[config.mk]
export PLATFORM = sky130hd
export DESIGN_NAME = e1_sasi_access
export DESIGN_NICKNAME = d
export VERILOG_FILES = /design/src/rtl/e1sa_pkg.sv /design/src/rtl/e1sa_rx_capture.sv /design/src/rtl/e1sa_si_select.sv /design/src/rtl/e1sa_tx_insert.sv /design/src/rtl/e1_sasi_access.sv
export SDC_FILE = /design/constraint.sdc
export NUM_CORES = 1
export LEC_CHECK = 0
export CORE_MARGIN = 2
export CORE_UTILIZATION = 44
export CTS_CLUSTER_DIAMETER = 80
export DETAILED_ROUTE_END_ITERATION = 8
export MAX_ROUTING_LAYER = met4
export PLACE_DENSITY = 0.79
export SYNTH_ARGS = -nofsm -noshare
export SYNTH_HDL_FRONTEND = slang
export SYNTH_HIERARCHICAL = 1
export SYNTH_SLANG_ARGS = --single-unit
[constraint.sdc]
create_clock -name clk -period 1.62 [get_ports clk]
set_clock_uncertainty 0.2 [all_clocks]
set_input_delay 0.243 -clock clk [delete_from_list [all_inputs] [get_ports clk]]
set_output_delay 0.243 -clock clk [all_outputs]
set_load 0.03 [all_outputs]
[src/rtl/e1sa_pkg.sv]
package e1sa_pkg;
   localparam int TS0_W   = 8;
   localparam int SA_CNT  = 5;
   localparam logic [6:0] ALIGN_WORD = 7'b0011011;

   typedef struct packed {
      logic ser_en;
      logic ser_bit;
      logic crc_en;
      logic crc_bit;
      logic eb_en;
      logic eb_bit;
   } si_ctl_t;
endpackage

[src/rtl/e1sa_rx_capture.sv]
module e1sa_rx_capture #(
   parameter int BYTE_W = 8
) (
   input  logic              clk,
   input  logic              rst_n,
   input  logic              in_vld,
   input  logic              in_align,
   input  logic [BYTE_W-1:0] in_byte,
   input  logic              flag_clr,
   output logic [BYTE_W-1:0] align_q,
   output logic [BYTE_W-1:0] nalign_q,
   output logic              flag
);
   logic [BYTE_W-1:0] pend_q;
   logic              pend_vld;
   logic              pair_done;

   assign pair_done = in_vld && !in_align && pend_vld;

   always_ff @(posedge clk) begin
      if (!rst_n) begin
         pend_q   <= '0;
         pend_vld <= 1'b0;
         align_q  <= '0;
         nalign_q <= '0;
         flag     <= 1'b0;
      end else begin
         if (in_vld && in_align) begin
            pend_q   <= in_byte;
            pend_vld <= 1'b1;
         end
         if (pair_done) begin
            align_q  <= pend_q;
            nalign_q <= in_byte;
            pend_vld <= 1'b0;
         end
         if (pair_done)     flag <= 1'b1;
         else if (flag_clr) flag <= 1'b0;
      end
   end

   p_pair_sets_flag_r2: assert property (@(posedge clk) disable iff (!rst_n)
      pair_done |=> flag);
   p_orphan_ignored_r3: assert property (@(posedge clk) disable iff (!rst_n)
      (in_vld && !in_align && !pend_vld) |=> ($stable(align_q) && $stable(nalign_q)));
   p_flag_sticky_r4: assert property (@(posedge clk) disable iff (!rst_n)
      (flag && !flag_clr) |=> flag);
endmodule

[src/rtl/e1sa_si_select.sv]
module e1sa_si_select
   import e1sa_pkg::*;
(
   input  si_ctl_t ctl,
   input  logic    is_align,
   input  logic    host_si,
   output logic    si_out
);
   always_comb begin
      if (ctl.ser_en)                    si_out = ctl.ser_bit;
      else if (ctl.eb_en && !is_align)   si_out = ctl.eb_bit;
      else if (ctl.crc_en)               si_out = ctl.crc_bit;
      else                               si_out = host_si;
   end
endmodule

[src/rtl/e1sa_tx_insert.sv]
module e1sa_tx_insert #(
   parameter int         BYTE_W    = 8,
   parameter int         NUM_SA    = 5,
   parameter logic [6:0] ALIGN_PAT = 7'b0011011
) (
   input  logic              clk,
   input  logic              rst_n,
   input  logic              req,
   input  logic              is_align,
   input  logic              host_align_si,
   input  logic [NUM_SA+1:0] host_nalign,
   input  logic              si_val,
   input  logic [NUM_SA-1:0] sa_en,
   input  logic [NUM_SA-1:0] sa_bits,
   input  logic              flag_clr,
   output logic              host_si,
   output logic              flag,
   output logic              out_vld,
   output logic [BYTE_W-1:0] out_byte
);
   localparam int SH_W = NUM_SA + 2;

   if (BYTE_W != NUM_SA + 3) begin : g_bad_width
      $error("e1sa_tx_insert: BYTE_W must equal NUM_SA+3");
   end

   logic [SH_W-1:0]   shadow_q;
   logic [NUM_SA-1:0] sa_mix;
   logic [BYTE_W-1:0] al_byte;
   logic [BYTE_W-1:0] nal_byte;

   for (genvar i = 0; i < NUM_SA; i++) begin : g_sa
      assign sa_mix[i] = sa_en[i] ? sa_bits[i] : shadow_q[i];
   end

   assign host_si  = is_align ? host_align_si : shadow_q[SH_W-1];
   assign al_byte  = {si_val, ALIGN_PAT};
   assign nal_byte = {si_val, 1'b1, shadow_q[NUM_SA], sa_mix};

   always_ff @(posedge clk) begin
      if (!rst_n) begin
         shadow_q <= '0;
         flag     <= 1'b0;
         out_vld  <= 1'b0;
         out_byte <= '0;
      end else begin
         out_vld <= req;
         if (req) out_byte <= is_align ? al_byte : nal_byte;
         if (req && is_align) shadow_q <= host_nalign;
         if (req && is_align) flag <= 1'b1;
         else if (flag_clr)   flag <= 1'b0;
      end
   end

   p_align_pattern_r5: assert property (@(posedge clk) disable iff (!rst_n)
      (req && is_align) |=> (out_byte[BYTE_W-2:0] == ALIGN_PAT));
   p_nalign_bit6_r6: assert property (@(posedge clk) disable iff (!rst_n)
      (req && !is_align) |=> out_byte[BYTE_W-2]);
   p_flag_set_r9: assert property (@(posedge clk) disable iff (!rst_n)
      (req && is_align) |=> flag);
   p_valid_follows_r10: assert property (@(posedge clk) disable iff (!rst_n)
      req |=> out_vld);
   p_valid_idle_r10: assert property (@(posedge clk) disable iff (!rst_n)
      !req |=> !out_vld);
endmodule

[src/rtl/e1_sasi_access.sv]
module e1_sasi_access
   import e1sa_pkg::*;
(
   input  logic        clk,
   input  logic        rst_n,
   input  logic        rx_ts0_valid,
   input  logic        rx_ts0_is_align,
   input  logic [7:0]  rx_ts0_byte,
   output logic [7:0]  rx_align_byte,
   output logic [7:0]  rx_nalign_byte,
   output logic        rx_flag,
   input  logic        rx_flag_clr,
   input  logic        tx_ts0_req,
   input  logic        tx_ts0_is_align,
   input  logic        host_tx_align_si,
   input  logic [6:0]  host_tx_nalign,
   output logic        tx_flag,
   input  logic        tx_flag_clr,
   input  logic        si_ser_en,
   input  logic        si_ser_bit,
   input  logic        crc4_en,
   input  logic        crc_si_bit,
   input  logic        ebit_auto_en,
   input  logic        ebit_bit,
   input  logic [4:0]  sa_src_en,
   input  logic [4:0]  sa_src_bits,
   output logic        tx_ts0_valid,
   output logic [7:0]  tx_ts0_byte
);
   si_ctl_t si_ctl;
   logic    host_si;
   logic    si_sel;

   assign si_ctl = '{ser_en: si_ser_en, ser_bit: si_ser_bit, crc_en: crc4_en,
                     crc_bit: crc_si_bit, eb_en: ebit_auto_en, eb_bit: ebit_bit};

   e1sa_rx_capture #(.BYTE_W(TS0_W)) u_rx (
      .clk(clk), .rst_n(rst_n), .in_vld(rx_ts0_valid), .in_align(rx_ts0_is_align),
      .in_byte(rx_ts0_byte), .flag_clr(rx_flag_clr), .align_q(rx_align_byte),
      .nalign_q(rx_nalign_byte), .flag(rx_flag));

   e1sa_si_select u_si (
      .ctl(si_ctl), .is_align(tx_ts0_is_align), .host_si(host_si), .si_out(si_sel));

   e1sa_tx_insert #(.BYTE_W(TS0_W), .NUM_SA(SA_CNT), .ALIGN_PAT(ALIGN_WORD)) u_tx (
      .clk(clk), .rst_n(rst_n), .req(tx_ts0_req), .is_align(tx_ts0_is_align),
      .host_align_si(host_tx_align_si), .host_nalign(host_tx_nalign), .si_val(si_sel),
      .sa_en(sa_src_en), .sa_bits(sa_src_bits), .flag_clr(tx_flag_clr),
      .host_si(host_si), .flag(tx_flag), .out_vld(tx_ts0_valid), .out_byte(tx_ts0_byte));
endmodule

==> impl_metrics.ini, run 1 <==
[place]
pre_cts_slack_ps = -410
place_inst = 299
dp_hpwl_um = 2710
io_buffers = 66
globalplace.congestion = 0.771
dpl_cell_area_um2 = 2580

[critical_path]
crit_path_max_fanout = 2
crit_required_ps = 1600
r2r_slack_ps = 90
critPathCaptureType = register
cp.arrival_ps = 1520
crit_path_start_kind = register
path_class = reg2reg

[floorplanning]
die_w_um = 68.9
rows = 23
io-pin-count = 67
die_y_um = 68.9
core_area_um2 = 4030
die_area_um2 = 4740
start_util = 0.459

[routing]
ant_nets = 0
vias = 1497
drt_iter0_drc = 121
wire_per_inst_um = 12.5
wirelength_um = 3820
drc_errors = 0
vias_per_cell = 4.89
drt_first_pass_iters = 4

[final_layout]
layout_commonest_cell = dfxtp_1
fillers = 350
num_antenna_cells = 0
finalNetCount = 296
final_cell_mix = 43 x dfxtp_1, 36 x clkdlybuf4s50_1, 34 x nand2_1
layoutNonFillerInstCount = 306
area_growth_pct = 43.6
postLayoutCellArea_um2 = 2660
drive_gt1_frac = 0.102
final_core_util = 0.660

[yosys]
yosysUniqueCellTypes = 26
yosys_warnings = 6
synth_ff_type = dfxtp_1
synthXorXnorAreaFrac = 0
synth_simple_gate_area_share = 0.166
synth.avg_cell_area_um2 = 9.84
synth_cells = 188
muxShareOfSynthArea = 0.143
synth_top_family_by_area = compound AO/OA/AOI/OAI gates
ys_ff_latch = 43
seq_area_frac_synth = 0.465
synthAdderAreaFrac = 0
synth_fp_nets = 228
synthesis.area_um2 = 1850
synth-edff-count = 0
synth_compound_area_frac = 0.168
async_flop_share = 0

[run]
cap_violations = 0

[sta]
period_share = 0.946
fin_crit_ps = 1530
slew-limit-headroom = 0.777
setup_tns_ps = 0
worst_slack_ps = 87.4
max_slew.worst_pin.slew_ps = 336
clock.fmax_mhz = 652
rsz0062_at_grt = yes
finalSetupViolations = 0
slew_viol_final = 0
whs_ps = 98.8
timing.final.hold_violations = 0

[hold_path]
min_path_type = in2reg

[cts]
cts_made_buffers = 5
clk_latency_ps = 290
cts_tree = yes
cts.sinks = 43
clockBufferDepth = 2
h-tree-depth = 2
cts_root_buf = clkbuf_8
clkTransAtPathRegs_ps = 80

[grt]
grt_pass1_wl_um = 5850
grtUsageTotal = 0.173
gr-total-overflow = 0
antenna_found_initial = 0
grt_pass1_vias = 1295
grt_max_degree = 35

[pwr]
ir_drop_uv = 602
p_leak_nw = 1.18
power_mw = 2.24
powerDensity_nw_per_um2 = 842

[status]
status = complete, no violations
[where the power goes]
group          internal [mW]  switching [mW]
combinational          0.185           0.146
sequential              1.09          0.0162
clock                  0.452           0.344
[final timing paths]
check,start,to,cells after the start
worst min-delay path,rst_n,u_tx/shadow_q[1],2
worst max-delay path,u_tx/shadow_q[6],u_tx/out_byte[7],6
worst max register to register,u_tx/shadow_q[6],u_tx/out_byte[7],6
worst min register to register,u_rx/align_q[2],u_rx/align_q[2],2
[critical path, stage by stage (launching register included)]
cell	delay, ps
dfxtp_1	310
mux2_4	260
mux2_4	260
mux2i_1	130
o21ai_1	80
mux2i_1	130
nor2b_1	60
[metal layers]
layer / GRT usage / up-vias / part of all wire
met3: 0.0487 / 4 / 0.041
met1: 0.213 / 676 / 0.48
met2: 0.269 / 33 / 0.47
met5: - / - / 0
li1: - / 784 / -
met4: 0.0662 / 0 / 0.014
[final cells by class]
class / instances / area [um2] / share of cell area
Clock buffer: 6 / 72.6 / 0.0273
Clock inverter: 1 / 30.0 / 0.0113
Multi-Input combinational cell: 131 / 891 / 0.335
Sequential cell: 43 / 861 / 0.324
Tap cell: 50 / 62.6 / 0.0235
Timing Repair Buffer: 75 / 741 / 0.279
[what timing repair did]
| item | CTS | global route |
|---|---|---|
| pin swaps | 0 | 1 |
| gates resized for setup | 28 | 3 |
| buffers inserted | 0 | 0 |
| setup endpoints to repair | 28 | 1 |
| hold buffers | 0 | 0 |
[Yosys cell counts, types with 3 or more instances]
master | n | area [um2]
nand2_1 | 34 | 128
clkbuf_1 | 5 | 18.8
buf_2 | 3 | 15.0
mux2i_1 | 23 | 230
nor2b_1 | 3 | 18.8
nand2b_1 | 3 | 18.8
o21a_1 | 16 | 120
a21oi_1 | 5 | 25.0
buf_6 | 4 | 45.0
and3_1 | 10 | 62.6
dfxtp_1 | 43 | 861
and3_2 | 5 | 37.5
a21boi_0 | 15 | 113
o21ai_0 | 5 | 25.0
[kinds of logic (layout without fill, tap and decap cells)]
group                  count (synthesis)  in the layout
AOI/OAI and AO/OA                     45             45
and+or+nand+nor                       60             60
DFF                                   43             43
muxes                                 26             26
buffers and inverters                 14             82
[sequential cells by signal, indices dropped and copies added, names as in the netlist]
name,count
u_tx/flag,1
u_rx/pend_q,8
u_tx/out_vld,1
u_rx/nalign_q,8
u_rx/pend_vld,1
u_rx/flag,1
u_rx/align_q,8
u_tx/out_byte,8
u_tx/shadow_q,7
No activity file was read; power rests on OpenSTA's default activity.
==> run 2: changes to the inputs <==
--- a/config.mk
+++ b/config.mk
@@ -11,6 +11,7 @@
 export DETAILED_ROUTE_END_ITERATION = 8
 export MAX_ROUTING_LAYER = met4
 export PLACE_DENSITY = 0.79
+export SETUP_SLACK_MARGIN = 0.1
 export SYNTH_ARGS = -nofsm -noshare
 export SYNTH_HDL_FRONTEND = slang
 export SYNTH_HIERARCHICAL = 1
==> impl_metrics.ini, run 2 (synthesis gave the netlist of run 1 again) <==
[routing]
vias_per_cell = 4.86
vias = 1488
wire_per_inst_um = 12.4
route.met3.wl_um = 158
drt_first_pass_iters = 4
met2_length_um = 1780
drt_iter0_drc = 103
ant_nets = 0
drc_errors = 0
highest-signal-layer = met4
wirelength_um = 3790
met1_length_um = 1800

[sta]
rsz0062_at_grt = yes
fin_crit_ps = 1520
period_share = 0.937
max_slew.worst_pin.slew_ps = 329
slew-limit-headroom = 0.781
slew_viol_final = 0
setup_tns_ps = 0
timing.final.hold_violations = 0
finalSetupViolations = 0
clock.fmax_mhz = 659

[pwr]
p_leak_nw = 1.16
power_mw = 2.24
ir_drop_uv = 602
powerDensity_nw_per_um2 = 843

[floorplanning]
die_w_um = 68.9
die_y_um = 68.9
die_area_um2 = 4740
core_area_um2 = 4030
start_util = 0.459
rows = 23
io-pin-count = 67

[final_layout]
fillers = 354
area_growth_pct = 43.3
finalNetCount = 296
layout_commonest_cell = dfxtp_1
drive_gt1_frac = 0.105
final_cell_mix = 43 x dfxtp_1, 36 x clkdlybuf4s50_1, 34 x nand2_1
num_antenna_cells = 0

[run]
cap_violations = 0

[critical_path]
crit_required_ps = 1600
r2r_cells = 6
crit_path_max_fanout = 2
path_cells = mux2_4 > mux2_4 > mux2i_1 > o21ai_1 > mux2i_1 > nor2b_1
cpPeakStageDelay_ps = 310
r2r_end = u_tx/out_byte[7]
critical-path-top-delay-family = multiplexers
r2r_slack_ps = 100
cp.arrival_ps = 1500
path_buf_inv = 0
crit_path_start_kind = register
critPathCaptureType = register
slowest_stage = dfxtp_1
r2r_start = u_tx/shadow_q[6]
path_class = reg2reg

[cts]
clkTransAtPathRegs_ps = 80
cts.sinks = 43
cts_root_buf = clkbuf_8
cts_made_buffers = 5
cts_tree = yes
h-tree-depth = 2
holdBufCountCts = 0
clk_latency_ps = 290
clockBufferDepth = 2

[grt]
grt_pass1_wl_um = 5910
antenna_found_initial = 0
gr-total-overflow = 0
grtUsageTotal = 0.175
grt_pass1_vias = 1304
grt_max_degree = 35

[place]
dp_hpwl_um = 2710
io_buffers = 66
globalplace.congestion = 0.771

[hold_path]
hold_depth = 2
holdCritStartpoint = rst_n
holdPathEnd = u_tx/shadow_q[1]
min_path_type = in2reg

[status]
status = complete, no violations
[run 2: cell types whose count changed in the layout (fill, tap and decap cells not counted), sizes merged]
cell / delta
dlymetal6s2s: -1
clkbuf: +1
dlygate4sd2: -2
clkdlybuf4s15: +2
[run 2: timing repair]
action	4_1_cts	5_1_grt
cloned	0	0
setup buffers	0	0
resized for setup	31	4
setup endpoints to repair	28	4
pin swaps	1	1
[run 2: report_power, final]
group / internal [mW] / leakage [nW] / total (mW) / switching [mW]
clock network: 0.452 / 0.0513 / 0.794 / 0.342
logic: 0.185 / 0.758 / 0.330 / 0.146
registers: 1.09 / 0.351 / 1.11 / 0.0164
total: 1.73 / 1.16 / 2.24 / 0.504
[run 2: worst max-delay path by stage]
stage / start / end / slack, ps / cells past startpoint
floorplan: tx_ts0_is_align / u_tx/out_byte[7] / 140 / 6
global placement: tx_ts0_is_align / u_tx/out_byte[7] / -400 / 7
detailed placement: tx_ts0_is_align / u_tx/out_byte[7] / -410 / 7
CTS: u_tx/shadow_q[6] / u_tx/out_byte[7] / 80 / 6
global route: u_tx/shadow_q[6] / u_tx/out_byte[7] / 10 / 6
finish: u_tx/shadow_q[6] / u_tx/out_byte[7] / 100 / 6
[run 2: area by class of cell]
cell class	instances	area, um2	share of cell area
Sequential cell	43	861	0.325
Tap cell	50	62.6	0.0236
Clock buffer	6	72.6	0.0274
Clock inverter	1	30.0	0.0113
Multi-Input combinational cell	131	891	0.336
Timing Repair Buffer	75	736	0.277
[run 2: through the flow]
| step | cell area (um2) | setup slack, ps | hold WS, ps | util | cells |
|---|---|---|---|---|---|
| final | 2650 | 102 | 97.9 | 0.658 | 306 |
| after global routing | 2650 | 12.6 | 110 | 0.658 | 306 |
| after CTS | 2650 | 82.4 | 91.0 | 0.659 | 306 |
| after detailed placement | 2580 | -410 | 246 | 0.640 | 299 |
| after global placement | 2580 | -404 | 242 | 0.640 | 299 |
| after floorplan | 1850 | 140 | 171 | - | 188 |
[run 2: metal layers]
metal	track usage	vias to the layer above
li1	-	784
met1	0.218	668
met2	0.269	32
met3	0.0487	4
met4	0.0662	0
met5	-	-
==> run 3: changes to the inputs <==
==> constraint.sdc (replaced) <==
create_clock -name clk -period 1.62 [get_ports clk]
set_clock_uncertainty 0.2 [all_clocks]
set_input_delay 0.486 -clock clk [delete_from_list [all_inputs] [get_ports clk]]
set_output_delay 0.486 -clock clk [all_outputs]
set_load 0.03 [all_outputs]
==> impl_metrics.ini, run 3 (synthesis gave the netlist of run 1 again) <==
[place]
dpl_cell_area_um2 = 2490
pre_cts_slack_ps = -709
dp_hpwl_um = 2770
globalplace.congestion = 0.761
io_buffers = 66

[grt]
grt_max_degree = 38
grtUsageMet1 = 0.215
antenna_found_initial = 0
grt_pass1_wl_um = 6240
gr-total-overflow = 0
grt-busiest-layer = met2
met2_usage = 0.303
grt_use_met3 = 0.0406
grtUsageTotal = 0.182
grt_pass1_vias = 1434

[cts]
cts.sinks = 43
clk_latency_ps = 290
cts_made_buffers = 5
cts_tree = yes
clockBufferDepth = 2
holdBufCountCts = 0
cts_root_buf = clkbuf_8
cts_setup_buffers = 0
h-tree-depth = 2
clkTransAtPathRegs_ps = 80

[critical_path]
path_class = in2reg
startpoint = tx_ts0_is_align
r2r_slack_ps = 80
r2r_start = u_tx/shadow_q[6]
crit_path_max_fanout = 2
crit_path_start_kind = input port
r2r_cells = 6
crit_required_ps = 1600
r2r_end = u_tx/out_byte[7]
critPathCaptureType = register
cp.arrival_ps = 1540

[routing]
vias = 1514
drt_first_pass_iters = 4
wire_per_inst_um = 13.0
vias_per_cell = 4.92
wirelength_um = 4000
drt_iter0_drc = 81
drc_errors = 0
ant_nets = 0

[pwr]
powerDensity_nw_per_um2 = 804
ir_drop_uv = 593
swShare = 0.244
p_int_mw = 1.58
p_seq_frac = 0.532
pwr-share-comb = 0.158
power.switching_uw = 509
p_clk_frac = 0.310
p_leak_nw = 1.12

[final_layout]
final_cell_mix = 42 x dfxtp_1, 34 x nand2_1, 31 x clkdlybuf4s50_1
postLayoutCellArea_um2 = 2600
drive_gt1_frac = 0.225
multi_input_area_um2 = 892
fillers = 357
finalNetCount = 297
seq_area_um2 = 862
num_antenna_cells = 0
layout_commonest_cell = dfxtp_1
area_growth_pct = 40.6

[sta]
timing.final.hold_violations = 0
finalSetupViolations = 0
worst_slack_ps = 63.0
clock.fmax_mhz = 642
period_share = 0.961
slew-limit-headroom = 0.833
rsz0062_at_grt = yes
setup_tns_ps = 0
max_slew.worst_pin.slew_ps = 251
fin_crit_ps = 1560
slew_viol_final = 0

[floorplanning]
die_area_um2 = 4740
start_util = 0.459
core_area_um2 = 4030
rows = 23
io-pin-count = 67
die_y_um = 68.9
die_w_um = 68.9

[hold_path]
hold_depth = 2
holdCritStartpoint = u_rx/align_q[4]
holdPathEnd = u_rx/align_q[4]
min_path_type = reg2reg

[run]
cap_violations = 0

[status]
status = complete, no violations
## run 3: cell types whose count changed in the layout (fill, tap and decap cells not counted), sizes merged
cell,delta
dlymetal6s2s,+3
bufinv,-1
clkinv,+1
dlygate4sd2,-24
clkdlybuf4s50,-5
clkdlybuf4s15,-2
buf,+30
## run 3: through the flow
stage               power [mW]  hold slack, ps   util  std cells
floorplan                 1.31             234      -        188
global placement          1.46             242  0.618        300
detailed placement        1.47             247  0.618        300
CTS                       2.12             264  0.638        308
global route              2.19             290  0.646        308
finish                    2.09             261  0.646        308
## run 3: critical path, stage by stage
cell,delay [ps]
buf_6,100
mux2_4,280
mux2_4,260
mux2i_1,130
o21ai_1,70
mux2i_1,140
nor2b_1,70
## run 3: power groups by stage
stage,clock (mW),sequential [mW],combinational (mW)
final,0.648,1.11,0.330
after floorplan,0,1.17,0.134
after detailed placement,0,1.14,0.333
after CTS,0.674,1.11,0.332
after global placement,0,1.14,0.328
after global routing,0.717,1.12,0.359
## run 3: worst max path at each step
stage | endpoint | cells past startpoint
6_report | u_tx/out_byte[7] | 7
2_1_floorplan | u_tx/out_byte[7] | 6
3_5_place_dp | u_tx/out_byte[7] | 7
3_3_place_gp | u_tx/out_byte[7] | 7
5_1_grt | u_tx/out_byte[7] | 6
4_1_cts | u_tx/out_byte[7] | 6
## run 3: what timing repair did
item / 4_1_cts / 5_1_grt
pin swaps: 1 / 1
endpoints found under the setup margin: 23 / 23
gates cloned: 0 / 0
endpoints found under the hold margin: 0 / 0
gates resized for setup: 12 / 11
## run 3: area by class of cell
type | count | share of cell area
Multi-Input combinational cell | 131 | 0.343
Tap cell | 50 | 0.0241
Clock buffer | 7 | 0.0293
Clock inverter | 1 | 0.00192
Timing Repair Buffer | 76 | 0.270
Sequential cell | 43 | 0.331
## run 3: metal layers
layer  part of all wire  up-vias
met4              0.017        0
met1               0.47      697
li1                   -      780
met5                  0        -
met2               0.48       31
met3              0.034        6
